File: config.mk
export PLATFORM = sky130hd
export DESIGN_NAME = uv_supervisor
export DESIGN_NICKNAME = d
export VERILOG_FILES = /design/src/rtl/uvsup_pkg.sv /design/src/rtl/uvsup_datapath.sv /design/src/rtl/uvsup_control.sv /design/src/rtl/uv_supervisor.sv
export SDC_FILE = /design/constraint.sdc
export NUM_CORES = 1
export LEC_CHECK = 0
export ABC_AREA = 1
export ABC_CLOCK_PERIOD_IN_PS = 2200
export BUFFER_PORTS_ARGS = -buffer_cell sky130_fd_sc_hd__buf_2
export CAP_MARGIN = 10
export CORE_MARGIN = 1
export CORE_UTILIZATION = 55
export DETAILED_ROUTE_END_ITERATION = 10
export GPL_ROUTABILITY_DRIVEN = 0
export PLACE_DENSITY_LB_ADDON = 0.3
export SLEW_MARGIN = 0
export SYNTH_ARGS = -nofsm -noshare
export SYNTH_HDL_FRONTEND = slang
export SYNTH_SLANG_ARGS = --single-unit
File: constraint.sdc
create_clock -name clk -period 2.2 [get_ports clk]
set_input_delay 0.11 -clock clk [delete_from_list [all_inputs] [get_ports clk]]
set_output_delay 0.11 -clock clk [all_outputs]
set_load 0.005 [all_outputs]
File: src/rtl/uvsup_pkg.sv
package uvsup_pkg;
  typedef enum logic [1:0] {
    ST_RUN   = 2'd0,
    ST_DOWN  = 2'd1,
    ST_RETRY = 2'd2
  } supState_t;

  typedef struct packed {
    logic cntClr;
    logic cntInc;
    logic clrSticky;
  } ctrlStrobe_t;
endpackage

File: src/rtl/uvsup_datapath.sv
module uvsup_datapath
  import uvsup_pkg::*;
#(
  parameter int FAST_CYC  = 50,
  parameter int SLOW_CYC  = 400,
  parameter int SLEEP_MIN = 8
) (
  input  logic        clk,
  input  logic        rstN,
  input  ctrlStrobe_t strobe,
  input  logic [1:0]  retryMode,
  input  logic        vmGood,
  input  logic        cpGood,
  input  logic        sleepN,
  output logic        retryDone,
  output logic        sleepQual,
  output logic        stsFault,
  output logic        stsUvp,
  output logic        stsVmUv,
  output logic        stsCpUv
);
  localparam int MAX_CYC = (SLOW_CYC > FAST_CYC) ? SLOW_CYC : FAST_CYC;
  localparam int CNT_W   = $clog2(MAX_CYC + 1);
  localparam int SLP_W   = $clog2(SLEEP_MIN + 1);

  logic [CNT_W-1:0] retryCnt;
  logic [CNT_W-1:0] limitM1;
  logic [SLP_W-1:0] lowCnt;
  logic             anyBad;

  assign anyBad  = !vmGood || !cpGood;
  assign limitM1 = (retryMode == 2'b00) ? CNT_W'(SLOW_CYC - 1) : CNT_W'(FAST_CYC - 1);
  assign retryDone = (retryCnt >= limitM1);
  assign sleepQual = sleepN && (lowCnt >= SLP_W'(SLEEP_MIN));

  always_ff @(posedge clk or negedge rstN) begin
    if (!rstN) retryCnt <= '0;
    else if (strobe.cntClr) retryCnt <= '0;
    else if (strobe.cntInc) retryCnt <= retryCnt + 1'b1;
  end

  always_ff @(posedge clk or negedge rstN) begin
    if (!rstN) lowCnt <= '0;
    else if (sleepN) lowCnt <= '0;
    else if (lowCnt < SLP_W'(SLEEP_MIN)) lowCnt <= lowCnt + 1'b1;
  end

  always_ff @(posedge clk or negedge rstN) begin
    if (!rstN) begin
      stsFault <= 1'b0;
      stsUvp   <= 1'b0;
      stsVmUv  <= 1'b0;
      stsCpUv  <= 1'b0;
    end else if (anyBad) begin
      stsFault <= 1'b1;
      stsUvp   <= 1'b1;
      if (!vmGood) stsVmUv <= 1'b1;
      if (!cpGood) stsCpUv <= 1'b1;
    end else if (strobe.clrSticky) begin
      stsFault <= 1'b0;
      stsUvp   <= 1'b0;
      stsVmUv  <= 1'b0;
      stsCpUv  <= 1'b0;
    end
  end

  // the count never runs past the longer window
  p_cnt_bound_r6: assert property (@(posedge clk) disable iff (!rstN)
    retryCnt < CNT_W'(MAX_CYC));

  // a motor-supply drop latches its status bits
  p_vm_sticky_r5: assert property (@(posedge clk) disable iff (!rstN)
    !vmGood |=> (stsVmUv && stsFault && stsUvp));

  // a clear is ignored while the charge pump is still bad
  p_cp_hold_r10: assert property (@(posedge clk) disable iff (!rstN)
    (stsCpUv && !cpGood) |=> stsCpUv);
endmodule

File: src/rtl/uvsup_control.sv
module uvsup_control
  import uvsup_pkg::*;
(
  input  logic        clk,
  input  logic        rstN,
  input  logic        vmGood,
  input  logic        cpGood,
  input  logic        faultClr,
  input  logic        sleepQual,
  input  logic        retryDone,
  output ctrlStrobe_t strobe,
  output logic        railRun
);
  supState_t state, nextState;
  logic      anyBad;

  assign anyBad = !vmGood || !cpGood;

  always_comb begin
    nextState = state;
    strobe    = '0;
    strobe.clrSticky = (faultClr || sleepQual) && !anyBad;
    unique case (state)
      ST_RUN:   if (anyBad) nextState = ST_DOWN;
      ST_DOWN:  if (!anyBad) begin
                  nextState     = ST_RETRY;
                  strobe.cntClr = 1'b1;
                end
      ST_RETRY: if (anyBad) nextState = ST_DOWN;
                else if (retryDone) nextState = ST_RUN;
                else strobe.cntInc = 1'b1;
      default:  nextState = ST_DOWN;
    endcase
  end

  always_ff @(posedge clk or negedge rstN) begin
    if (!rstN) state <= ST_RUN;
    else state <= nextState;
  end

  assign railRun = (state == ST_RUN);

  // a bad motor or pump rail stops the stage at the next edge
  p_stop_r4: assert property (@(posedge clk) disable iff (!rstN)
    anyBad |=> !railRun);

  // a drop during the count abandons it
  p_abort_r8: assert property (@(posedge clk) disable iff (!rstN)
    (state == ST_RETRY && anyBad) |=> (state == ST_DOWN));
endmodule

File: src/rtl/uv_supervisor.sv
module uv_supervisor
  import uvsup_pkg::*;
#(
  parameter int FAST_CYC  = 50,
  parameter int SLOW_CYC  = 400,
  parameter int SLEEP_MIN = 8
) (
  input  logic       clk,
  input  logic       rstN,
  input  logic       vmGood,
  input  logic       vinRegGood,
  input  logic       regOutGood,
  input  logic       cpGood,
  input  logic [1:0] retryMode,
  input  logic       faultClr,
  input  logic       sleepN,
  output logic       outEnable,
  output logic       cpEnable,
  output logic       coreReset,
  output logic       faultPinLow,
  output logic       stsFault,
  output logic       stsUvp,
  output logic       stsVmUv,
  output logic       stsCpUv
);
  ctrlStrobe_t strobe;
  logic        retryDone;
  logic        sleepQual;
  logic        railRun;

  always_ff @(posedge clk or negedge rstN) begin
    if (!rstN) coreReset <= 1'b1;
    else coreReset <= !(vinRegGood && regOutGood);
  end

  uvsup_control u_ctrl (
    .clk(clk), .rstN(rstN), .vmGood(vmGood), .cpGood(cpGood),
    .faultClr(faultClr), .sleepQual(sleepQual), .retryDone(retryDone),
    .strobe(strobe), .railRun(railRun)
  );

  uvsup_datapath #(.FAST_CYC(FAST_CYC), .SLOW_CYC(SLOW_CYC), .SLEEP_MIN(SLEEP_MIN)) u_dp (
    .clk(clk), .rstN(rstN), .strobe(strobe), .retryMode(retryMode),
    .vmGood(vmGood), .cpGood(cpGood), .sleepN(sleepN),
    .retryDone(retryDone), .sleepQual(sleepQual),
    .stsFault(stsFault), .stsUvp(stsUvp), .stsVmUv(stsVmUv), .stsCpUv(stsCpUv)
  );

  assign outEnable   = railRun && !coreReset;
  assign cpEnable    = railRun && !coreReset;
  assign faultPinLow = !railRun;

  // a bad regulator rail forces reset and stops the stage
  p_reg_reset_r2: assert property (@(posedge clk) disable iff (!rstN)
    !(vinRegGood && regOutGood) |=> (coreReset && !outEnable && !cpEnable));

  // reset lets go one edge after both regulator rails are good
  p_reg_release_r3: assert property (@(posedge clk) disable iff (!rstN)
    (vinRegGood && regOutGood) |=> !coreReset);
endmodule

=== Word-level counts from Yosys, hierarchy flattened ===
Cells that the tools add are included.

* Bits in registers: 19
* Input port bits: 10
* Logic and storage cells: 60

* Add/sub/neg operators: 2
* Magnitude comparators: 3
* Equality and inequality tests: 7
* Muxes and demuxes: 21
* Reduce and logical (&&, ||, !) cells: 20

{| class="wikitable"
|+ Operators by type and width
! cell !! count
|-
| $mux 9 || 3
|-
| $mux 1 || 11
|-
| $add 9x1->9 const B || 1
|-
| $ge 9x9->1 || 1
|-
| $mux 2 || 4
|-
| $mux 4 || 2
|-
| $logic_not 1->1 || 6
|-
| $ne 2x2->1 const B || 3
|-
| $pmux 2 s3 || 1
|-
| $reduce_bool 2->1 || 3
|-
| $add 4x1->4 const B || 1
|-
| $ge 4x4->1 const B || 1
|-
| $logic_and 1x1->1 || 4
|-
| $logic_not 2->1 || 2
|-
| $lt 4x4->1 const B || 1
|-
| $reduce_and 2->1 || 2
|-
| $ne 3x2->1 const B || 1
|-
| $reduce_and 3->1 || 1
|-
| $eq 2x1->1 const B || 1
|-
| $eq 2x2->1 const B || 1
|-
| $logic_or 1x1->1 || 2
|-
| $ne 2x1->1 const B || 1
|}

=== Depth between registers and ports, before layout ===
Gate-level depths: netlist (run 1).

* Depth in word-level cells: 8
* Mapped depth: 12
* Depth with buffers taken out: 12

=== Modules after synthesis ===
From an unflattened synthesis (run 1), not the netlist that was laid out.

* Cells, all modules: 148
* Area, all modules: 1,156.1 um2

{| class="wikitable"
|+ By module, submodules not included
! module !! instances !! cells an instance !! area an instance (um2) !! sequential area each (um2)
|-
| uvsup_datapath || 1 || 128 || 997.2 || 400.4
|-
| uvsup_control || 1 || 15 || 111.4 || 50.0
|-
| uv_supervisor || 1 || 5 || 47.5 || 26.3
|}

=== Worst setup path after synthesis (run 1) ===
No wires, ideal clock.

* Kind: register -> register
* From: register u_dp.retryCnt[8]
* To: register u_dp.retryCnt[7]
* Library setup time: 0.065 ns
* Data arrival time: 1.443 ns
* Path slack: 0.692 ns
* Stages on the path, launching flop included: 10
* Period minus slack after synthesis: 1.508 ns
* Path through: dfrtp_1 ha_1 nand2_1 nand3b_1 nor2_1 nand2_1 nand3_2 buf_6 nand3_1 nand2_1

* Cells in the longest elaborated chain, start to end: 5

{| class="wikitable"
|+ RTL lines
! what !! RTL line !! text
|-
| from (decl) || uvsup_datapath.sv:26 || <nowiki>logic [CNT_W-1:0] retryCnt;</nowiki>
|-
| from (signal assigned) || uvsup_datapath.sv:39 || <nowiki>else if (strobe.cntInc) retryCnt <= retryCnt + 1'b1;</nowiki>
|-
| $ge 9x9->1 || uvsup_datapath.sv:33 || <nowiki>assign retryDone = (retryCnt >= limitM1);</nowiki>
|-
| $mux 1 || uvsup_control.sv:30 || <nowiki>else if (retryDone) nextState = ST_RUN;</nowiki>
|-
| $mux 1 || uvsup_control.sv:29 || <nowiki>ST_RETRY: if (anyBad) nextState = ST_DOWN;</nowiki>
|-
| $mux 1 || uvsup_control.sv:23 || <nowiki>unique case (state)</nowiki>
|-
| $reduce_bool 2->1 (no line) || n/a ||
|}

No other way between the ends.
A chain may end at the register's enable or synchronous reset.

=== Worst setup path in the final report (run 1) ===
* From: register u_dp.retryCnt[8]
* To: register u_dp.retryCnt[1]

The elaborated chain is that of the path after synthesis.

==> impl_metrics.py, run 1 <==
metrics = {
    "timing": {
        "fin_worst_skew_ns": 0.00409,
        "final.min_clock_period_ns": 1.79,
        "rsz0062_at_grt": "no",
        "finalSetupTns_ns": 0,
        "setup_viol": 0,
        "maxSlewViolCount": 0,
        "slew_headroom": 0.669,
        "fmax_mhz": 558,
        "finalCritPeriodShare": 0.814,
        "whs_ns": 0.0211,
        "tightest_slew_ns": 0.496,
        "hold_viol_final": 0,
    },
    "global_route": {
        "grt_pass1_vias": 1119,
        "grt_max_degree": 20,
        "antenna_found_initial": 0,
        "overflow": 0,
        "grt_usage": 0.240,
        "grt_first_pass_wirelength_um": 4660,
    },
    "clock_tree": {
        "path_clk_slew_ns": 0.11,
        "cts_root_buf": "clkbuf_4",
        "clk_latency_ns": 0.29,
        "cts_buffer_depth": 2,
        "cts_buffers": 3,
        "cts_tree": "done",
        "cts.sinks": 19,
        "htreeDepth": 1,
        "cts_resized": 0,
    },
    "route": {
        "routedWlPerCell_um": 11.6,
        "drt-vias-per-instance": 5.10,
        "drt_iter0_drc": 23,
        "ant_nets": 0,
        "wl_um": 2620,
        "remaining_drc_errors": 0,
        "vias": 1148,
        "first_pass_iters": 4,
    },
    "worst_setup_path": {
        "crit_arrival_ns": 1.97,
        "r2r_start": "u_dp.retryCnt[8]",
        "crit_path_end_kind": "flip-flop",
        "cp_cell_sequence": "ha_1, nand2_1, nand3b_1, nor2_1, nand2_1, nand3_2, inv_1, nand2_1, nand2_1",
        "cp-start-kind": "flip-flop",
        "path_class": "flip-flop to flip-flop",
        "cp.buffers_inverters": 1,
        "path_delay_family": "simple AND/OR/NAND/NOR gates",
        "critPathSlowestCell": "dfrtp_1",
        "cp.required_ns": 2.38,
        "critPathMaxStageDelay_ns": 0.43,
        "crit_path_max_fanout": 11,
        "crit_path_frequent_cell": "nand2_1",
        "startpoint": "u_dp.retryCnt[8]",
    },
    "finish": {
        "drive_above_1_share": 0.178,
        "fillers": 209,
        "final_util": 0.660,
        "antenna_cells": 0,
        "syn_to_final_growth_pct": 12.3,
        "nNetsFinal": 213,
    },
    "yosys": {
        "synth-xor-area-share": 0.0404,
        "synthSimpleGateAreaFrac": 0.377,
        "synth_cell_type_count": 24,
        "syn_area_per_cell_um2": 7.39,
        "ys_ff_latch": 19,
        "synth_area_mm2": 0.00130,
        "syn_nets": 191,
        "netlist_instances": 176,
        "synth_top_family_by_area": "simple AND/OR/NAND/NOR gates",
        "synth_compound_area_frac": 0.0472,
        "synth.area.mux_share": 0,
        "yosysWarnings": 0,
        "seq_area_frac_synth": 0.367,
        "synthAdderAreaFrac": 0.0481,
    },
    "power": {
        "cellPowerDensity_mw_per_mm2": 439,
        "ir_worst_vdd_mv": 0.457,
        "p_leak_nw": 0.816,
    },
    "floorplan": {
        "rows": 17,
        "ios": 18,
        "die_y_um": 50.6,
        "initial_core_util": 0.588,
        "core-area_mm2": 0.00221,
        "die_x_um": 50.6,
        "die_area_mm2": 0.00256,
    },
    "status": {
        "status": "completed",
    },
    "place": {
        "portBuffers": 17,
        "place_hpwl_um": 1990,
    },
    "run": {
        "max_cap_violations": 0,
    },
    "worst_hold_path": {
        "worstHoldStart": "sleepN",
        "hp-class": "primary input to flip-flop",
    },
}
-- area by class of cell --
class                   count  area (um^2)  share of cell area
clock buffers               4         26.3              0.0180
inverters                  32          120              0.0823
multi-input cells         120          667               0.457
flip-flops and latches     19          477               0.326
well taps                  28         35.0              0.0240
repair buffers             22          135              0.0925
-- state kept, by name, summed over array words and instances (netlist names) --
| signal | cells |
|---|---|
| u_dp.lowCnt | 4 |
| coreReset | 1 |
| u_dp.retryCnt | 9 |
| u_ctrl.state | 2 |
| u_dp.stsFault | 1 |
| u_dp.stsCpUv | 1 |
| u_dp.stsVmUv | 1 |
-- per-stage QoR --
step | instances | setup WS [ns] | instance area (um^2) | power, mW
finish | 225 | 0.409 | 1460 | 0.640
global route | 225 | 0.209 | 1460 | 0.672
CTS | 225 | 0.424 | 1460 | 0.643
detailed placement | 216 | 0.456 | 1380 | 0.467
global placement | 216 | 0.481 | 1380 | 0.463
floorplan | 176 | 0.692 | 1300 | 0.433
-- routing by layer --
layer	vias up	track usage	share of wire	wire length (um)
met5	-	0	0	0
li1	601	-	-	-
met2	13	0.416	0.51	1330
met4	0	0.0926	0.014	36
met1	530	0.306	0.46	1220
met3	4	0.0212	0.014	37
-- where the power goes --
group	switching, mW	internal, mW	total, mW
Clock	0.103	0.0704	0.174
Sequential	0.00826	0.363	0.371
Combinational	0.0577	0.0378	0.0955
Total	0.169	0.471	0.640
-- cells in the mapped netlist --
cell type  instances  area (um^2)
nand2_1           38          143
inv_1             30          113
nand3_1           20          100
dfrtp_1           18          450
nor2_1            17         63.8
nand4_1           10         62.6
xor2_1             6         52.6
a21oi_1            5         25.0
ha_1               5         62.6
o21ai_0            4         20.0
nand2_2            3         18.8
buf_2              2         10.0
buf_4              2         15.0
inv_2              2         7.51
nand2_4            2         22.5
nand3_2            2         20.0
nor2_2             2         12.5
nor2_4             2         22.5
a21boi_1           1         7.51
buf_6              1         11.3
dfstp_2            1         26.3
nand3_4            1         17.5
nand3b_1           1         7.51
o41ai_1            1         8.76
-- cell families (layout without fill, tap and decap cells) --
group / Yosys count / in the layout
buffers and inverters: 37 / 58
adder cells (fa/ha/maj): 5 / 5
flip-flops: 19 / 19
AO/OA/AOI/OAI: 11 / 11
XOR/XNOR: 6 / 6
AND/OR/NAND/NOR: 98 / 98
-- path summary, 6_finish.rpt --
check                                         to  cells past startpoint  slack [ns]
worst min-delay path              u_dp.lowCnt[3]                      2        0.02
worst max-delay path            u_dp.retryCnt[1]                      9        0.41
worst max register to register  u_dp.retryCnt[1]                      9        0.41
min in group asynchronous       u_dp.retryCnt[4]                      2        0.28
worst min register to register      u_dp.stsVmUv                      2        0.54
max in group asynchronous              coreReset                      2        1.59
-- layout by cell type (no fill, tap or decap), types with 3 or more instances in the layout --
| master | count |
|---|---|
| a21oi_1 | 5 |
| nand4_1 | 10 |
| buf_2 | 17 |
| ha_1 | 5 |
| nand2_2 | 3 |
| o21ai_0 | 4 |
| dfrtp_1 | 18 |
| nand3_1 | 20 |
| clkbuf_4 | 3 |
| xor2_1 | 6 |
| nor2_1 | 17 |
| dlygate4sd3_1 | 5 |
| inv_1 | 30 |
| nand2_1 | 38 |
-- timing repair --
action	CTS	global route
endpoints found under the hold margin	21	0
hold buffers	5	0
buffers inserted	0	0
endpoints found under the setup margin	0	0
Power figures use the tool's default switching activity.
==> run 2, diff against run 1 <==
--- a/config.mk
+++ b/config.mk
@@ -5,12 +5,12 @@
 export SDC_FILE = /design/constraint.sdc
 export NUM_CORES = 1
 export LEC_CHECK = 0
-export ABC_AREA = 1
-export ABC_CLOCK_PERIOD_IN_PS = 2200
+export ABC_AREA = 0
+export ABC_CLOCK_PERIOD_IN_PS = 1850
 export BUFFER_PORTS_ARGS = -buffer_cell sky130_fd_sc_hd__buf_2
 export CAP_MARGIN = 10
 export CORE_MARGIN = 1
-export CORE_UTILIZATION = 55
+export CORE_UTILIZATION = 54
 export DETAILED_ROUTE_END_ITERATION = 10
 export GPL_ROUTABILITY_DRIVEN = 0
 export PLACE_DENSITY_LB_ADDON = 0.3
==> constraint.sdc (replaced) <==
create_clock -name clk -period 1.85 [get_ports clk]
set_input_delay 0.0925 -clock clk [delete_from_list [all_inputs] [get_ports clk]]
set_output_delay 0.0925 -clock clk [all_outputs]
set_load 0.005 [all_outputs]
==> impl_metrics.py, run 2 <==
metrics = {
    "finish": {
        "most-common-layout-cells": "dfrtp_1, buf_2, nand2_1",
        "multi_input_area_um2": 636,
        "fillers": 159,
        "drive_above_1_share": 0.307,
        "syn_to_final_growth_pct": 24.8,
        "nNetsFinal": 156,
        "final_util": 0.713,
        "register_area_um2": 477,
        "layout_commonest_cell": "dfrtp_1",
        "antenna_cells": 0,
        "largest_reg_flops": 9,
        "reg_top3": "u_dp.retryCnt: 9 flops, u_dp.lowCnt: 4 flops, u_ctrl.state: 2 flops",
        "regMostFlops": "u_dp.retryCnt",
        "design_area_mm2": 0.00139,
    },
    "yosys": {
        "synth-edff-count": 0,
        "syn_area_per_cell_um2": 10.3,
        "yosys-top-cells-area": "dfrtp_1, ha_1, nand2_1",
        "ys_ff_latch": 19,
        "seq_area_frac_synth": 0.430,
        "netlist_instances": 108,
        "yosysTopAreaCell": "dfrtp_1",
        "syn_nets": 123,
        "yosys-top-cells-count": "dfrtp_1, nand2_1, nand3_1, nor2_1, ha_1",
        "synthArstFlopShare": 1.00,
        "synth_ff_type": "dfrtp_1",
        "synth_top_cell_area_share": 0.406,
        "synth_cell_type_count": 40,
        "synth_area_mm2": 0.00111,
        "synth.most_common_cell": "dfrtp_1",
        "yosysWarnings": 0,
    },
    "timing": {
        "fin_worst_skew_ns": 0.00239,
        "hold_viol_final": 0,
        "tightest_slew_ns": 0.442,
        "fmax_mhz": 534,
        "setup_viol": 4,
        "final.min_clock_period_ns": 1.87,
        "finalCritPeriodShare": 1.01,
        "final.setup.worst_slack_ns": -0.0217,
        "finalSetupTns_ns": -0.0488,
        "maxSlewViolCount": 0,
        "slew_headroom": 0.705,
        "rsz0062_at_grt": "yes",
    },
    "status": {
        "failed_checks": "setup timing",
        "status": "finished, violations left",
    },
    "worst_setup_path": {
        "cp-start-kind": "flip-flop",
        "path_class": "flip-flop to flip-flop",
        "crit_arrival_ns": 2.09,
        "crit_path_end_kind": "flip-flop",
        "cp.required_ns": 2.06,
        "crit_path_max_fanout": 7,
        "rrSetupSlack_ns": -0.02,
    },
    "route": {
        "drt_iter0_drc": 19,
        "wl_um": 2430,
        "ant_nets": 0,
        "vias": 975,
        "first_pass_iters": 4,
        "drt-vias-per-instance": 5.84,
        "remaining_drc_errors": 0,
        "routedWlPerCell_um": 14.6,
    },
    "floorplan": {
        "die_y_um": 47.3,
        "die_area_mm2": 0.00224,
        "ios": 18,
        "initial_core_util": 0.572,
        "die_x_um": 47.3,
        "core-area_mm2": 0.00194,
        "rows": 16,
    },
    "clock_tree": {
        "cts_root_buf": "clkbuf_4",
        "path_clk_slew_ns": 0.12,
        "htreeDepth": 1,
        "clk_latency_ns": 0.31,
        "post_cts_buffers": 0,
        "cts_buffer_depth": 2,
        "cts_buffers": 3,
        "cts.sinks": 19,
        "cts_tree": "done",
    },
    "power": {
        "cellPowerDensity_mw_per_mm2": 561,
        "power_uw": 777,
        "p_leak_nw": 0.626,
        "ir_worst_vdd_mv": 0.425,
    },
    "global_route": {
        "grt_usage": 0.232,
        "grt_first_pass_wirelength_um": 3560,
        "grt_max_degree": 20,
        "antenna_found_initial": 0,
        "overflow": 0,
        "grt_pass1_vias": 846,
    },
    "run": {
        "max_cap_violations": 0,
    },
    "place": {
        "dp_slack_ns": -0.158,
        "place_hpwl_um": 1750,
        "portBuffers": 17,
        "placed_area_mm2": 0.00129,
    },
    "worst_hold_path": {
        "hp-class": "primary input to flip-flop",
    },
}
run 2: cell types whose count changed after synthesis, moves of 4 or more:
cell and delta:
nand2_1 -24, nor2_1 -11, nand3_1 -14, inv_1 -29, nand4_1 -9, xor2_1 -5, mux2i_1 +4
run 2: what timing repair did:
action                                  CTS  global route
hold endpoints to repair                 25             0
resized for setup                         2             0
hold buffers                              6             0
pin swaps                                 4             1
endpoints found under the setup margin    3             7
run 2: cell families after synthesis:
logic type	after synthesis	synth area share
XOR/XNOR	2	0.0158
AO/OA/AOI/OAI	26	0.194
AND/OR/NAND/NOR	48	0.241
buffers and inverters	4	0.0270
flip-flops	19	0.430
adder cells (fa/ha/maj)	5	0.0564
multiplexers	4	0.0361
run 2: area by class of cell:
| type | instances | share of cell area |
|---|---|---|
| sequential | 19 | 0.344 |
| clock buffer | 3 | 0.0163 |
| timing repair buffer | 31 | 0.148 |
| tap | 27 | 0.0244 |
| multi-input combinational | 85 | 0.459 |
| inverter | 1 | 0.00271 |
| clock inverter | 1 | 0.00542 |
run 2: worst max-delay path, stage by stage, from the launching register on:
cell and delay [ns]:
dfrtp_1 0.44, ha_4 0.25, a21oi_4 0.14, a21boi_2 0.10, o311a_4 0.41, o31a_1 0.24
o21a_1 0.19
run 2: layer usage:
| metal | global-route usage | up-vias | share of wire |
|---|---|---|---|
| li1 | - | 463 | - |
| met1 | 0.287 | 484 | 0.45 |
| met2 | 0.403 | 23 | 0.51 |
| met3 | 0.0385 | 5 | 0.029 |
| met4 | 0.0800 | 0 | 0.015 |
| met5 | 0 | - | 0 |
run 2: worst paths after layout:
| check | depth (start not counted) | startpoint | to |
|---|---|---|---|
| setup / recovery | 6 | u_dp.retryCnt[3] | u_dp.retryCnt[5] |
| hold / removal | 3 | faultClr | u_dp.stsFault |
| setup reg to reg | 6 | u_dp.retryCnt[3] | u_dp.retryCnt[5] |
| hold reg to reg | 2 | u_dp.stsCpUv | u_dp.stsCpUv |
| max in group asynchronous | 2 | rstN | coreReset |
| min in group asynchronous | 2 | rstN | u_ctrl.state[0] |
run 2: through the flow:
step,cells,hold slack [ns]
after floorplan,108,-0.203
after global placement,157,0.0529
after detailed placement,157,0.0536
after CTS,167,0.0675
after global routing,167,0.0899
final,167,0.0666
run 2: where the power goes:
group	total (mW)	switching, mW	leakage (nW)	internal, mW
clock	0.230	0.148	0.0139	0.0825
sequential	0.446	0.0144	0.242	0.431
combinational	0.101	0.0502	0.369	0.0504
==> run 3, diff against run 2 <==
--- a/config.mk
+++ b/config.mk
@@ -6,7 +6,7 @@
 export NUM_CORES = 1
 export LEC_CHECK = 0
 export ABC_AREA = 0
-export ABC_CLOCK_PERIOD_IN_PS = 1850
+export ABC_CLOCK_PERIOD_IN_PS = 2070
 export BUFFER_PORTS_ARGS = -buffer_cell sky130_fd_sc_hd__buf_2
 export CAP_MARGIN = 10
 export CORE_MARGIN = 1
@@ -14,6 +14,7 @@
 export DETAILED_ROUTE_END_ITERATION = 10
 export GPL_ROUTABILITY_DRIVEN = 0
 export PLACE_DENSITY_LB_ADDON = 0.3
+export SETUP_SLACK_MARGIN = 0.2
 export SLEW_MARGIN = 0
 export SYNTH_ARGS = -nofsm -noshare
 export SYNTH_HDL_FRONTEND = slang
==> constraint.sdc (replaced) <==
create_clock -name clk -period 2.07 [get_ports clk]
set_input_delay 0.1035 -clock clk [delete_from_list [all_inputs] [get_ports clk]]
set_output_delay 0.1035 -clock clk [all_outputs]
set_load 0.005 [all_outputs]
==> impl_metrics.py, run 3 (synthesis results as in run 2) <==
metrics = {
    "power": {
        "ir_worst_vdd_mv": 0.447,
        "p_leak_nw": 0.615,
        "cellPowerDensity_mw_per_mm2": 484,
    },
    "clock_tree": {
        "path_clk_slew_ns": 0.10,
        "cts_tree": "done",
        "cts_buffers": 3,
        "htreeDepth": 1,
        "cts_buffer_depth": 2,
        "cts_root_buf": "clkbuf_4",
        "clk_latency_ns": 0.30,
        "cts.sinks": 19,
    },
    "worst_setup_path": {
        "critPathMaxStageDelay_ns": 0.42,
        "critPathSlowestCell": "dfrtp_1",
        "crit_path_max_fanout": 6,
        "r2r_start": "u_dp.retryCnt[3]",
        "cp-start-kind": "flip-flop",
        "cp_cell_sequence": "ha_4, a21oi_4, a21boi_4, o311a_4, or3_1, a21oi_2",
        "cp.required_ns": 2.30,
        "path_class": "flip-flop to flip-flop",
        "startpoint": "u_dp.retryCnt[3]",
        "crit_path_end_kind": "flip-flop",
        "crit_arrival_ns": 2.12,
    },
    "timing": {
        "maxSlewViolCount": 0,
        "rsz0062_at_grt": "yes",
        "final.min_clock_period_ns": 1.89,
        "setup_viol": 0,
        "tightest_slew_ns": 0.373,
        "fmax_mhz": 528,
        "whs_ns": 0.101,
        "fin_worst_skew_ns": 0.00485,
        "finalSetupTns_ns": 0,
        "finalCritPeriodShare": 0.915,
        "slew_headroom": 0.744,
        "hold_viol_final": 0,
    },
    "floorplan": {
        "die_y_um": 47.3,
        "initial_core_util": 0.572,
        "die_area_mm2": 0.00224,
        "die_x_um": 47.3,
        "rows": 16,
        "ios": 18,
        "core-area_mm2": 0.00194,
    },
    "route": {
        "first_pass_iters": 4,
        "ant_nets": 0,
        "vias": 954,
        "drt-vias-per-instance": 5.78,
        "remaining_drc_errors": 0,
        "routedWlPerCell_um": 14.6,
        "drt_iter0_drc": 18,
        "wl_um": 2400,
    },
    "finish": {
        "nNetsFinal": 154,
        "largest_reg_flops": 9,
        "syn_to_final_growth_pct": 25.4,
        "most-common-layout-cells": "dfrtp_1, buf_2, nand2_1",
        "regMostFlops": "u_dp.retryCnt",
        "reg_top3": "u_dp.retryCnt: 9 flops, u_dp.lowCnt: 4 flops, u_ctrl.state: 2 flops",
        "antenna_cells": 0,
        "layout_commonest_cell": "dfrtp_1",
        "drive_above_1_share": 0.290,
    },
    "global_route": {
        "grt_pass1_vias": 919,
        "grt_first_pass_wirelength_um": 3860,
        "antenna_found_initial": 0,
        "grt_usage": 0.248,
        "overflow": 0,
        "grt_max_degree": 20,
    },
    "status": {
        "status": "completed",
    },
    "worst_hold_path": {
        "hp-class": "primary input to flip-flop",
        "worstHoldStart": "faultClr",
    },
    "place": {
        "portBuffers": 17,
        "place_hpwl_um": 1730,
    },
    "run": {
        "max_cap_violations": 0,
    },
}
run 3: power by group:
group	leakage, nW	switching [mW]	internal (mW)
logic	0.358	0.0458	0.0439
clock network	0.0150	0.112	0.0751
registers	0.242	0.0124	0.385
run 3: routing by layer:
layer / vias to the layer above / wire, um / GRT usage
met3: 4 / 80 / 0.0615
met1: 471 / 1000 / 0.288
met5: - / 0 / 0
li1: 458 / - / -
met4: 0 / 29 / 0.0800
met2: 21 / 1290 / 0.441
run 3: final cells by class:
cell class                 count  area (um^2)
tap                           27         33.8
clock buffer                   4         26.3
inverter                       1         3.75
sequential                    19          477
fill                         153          551
timing repair buffer          29          190
multi-input combinational     85          661
run 3: path summary, 6_finish.rpt:
path | to | slack, ns | depth (start not counted)
min in group asynchronous | u_dp.stsVmUv | 0.25 | 2
hold / removal | u_dp.stsFault | 0.10 | 3
max in group asynchronous | coreReset | 1.49 | 2
setup reg to reg | u_dp.retryCnt[0] | 0.18 | 6
setup / recovery | u_dp.retryCnt[0] | 0.18 | 6
hold reg to reg | u_dp.stsCpUv | 0.49 | 2
run 3: repair_timing:
item,4_1_cts,5_1_grt
setup endpoints to repair,5,7
cloned,0,0
resized for setup,3,5
buffers inserted,2,0
hold buffers,6,0
hold endpoints to repair,22,0
pin swaps,6,3
run 3: through the flow:
stage	cells	util	cell area (um^2)	setup slack (ns)	power (mW)
after detailed placement	153	0.641	1240	0.0233	0.482
after floorplan	108	-	1120	0.198	0.446
after global routing	165	0.716	1390	0.148	0.704
final	165	0.716	1390	0.176	0.674
after global placement	153	0.641	1240	0.111	0.477
after CTS	165	0.706	1370	0.219	0.680
run 3: worst max-delay path: cells and delay by family, from the launching register on:
kind | cells | cell delay, ns
simple gates | 1 | 0.33
flops | 1 | 0.42
fa+ha+maj | 1 | 0.25
compound gates | 4 | 0.82
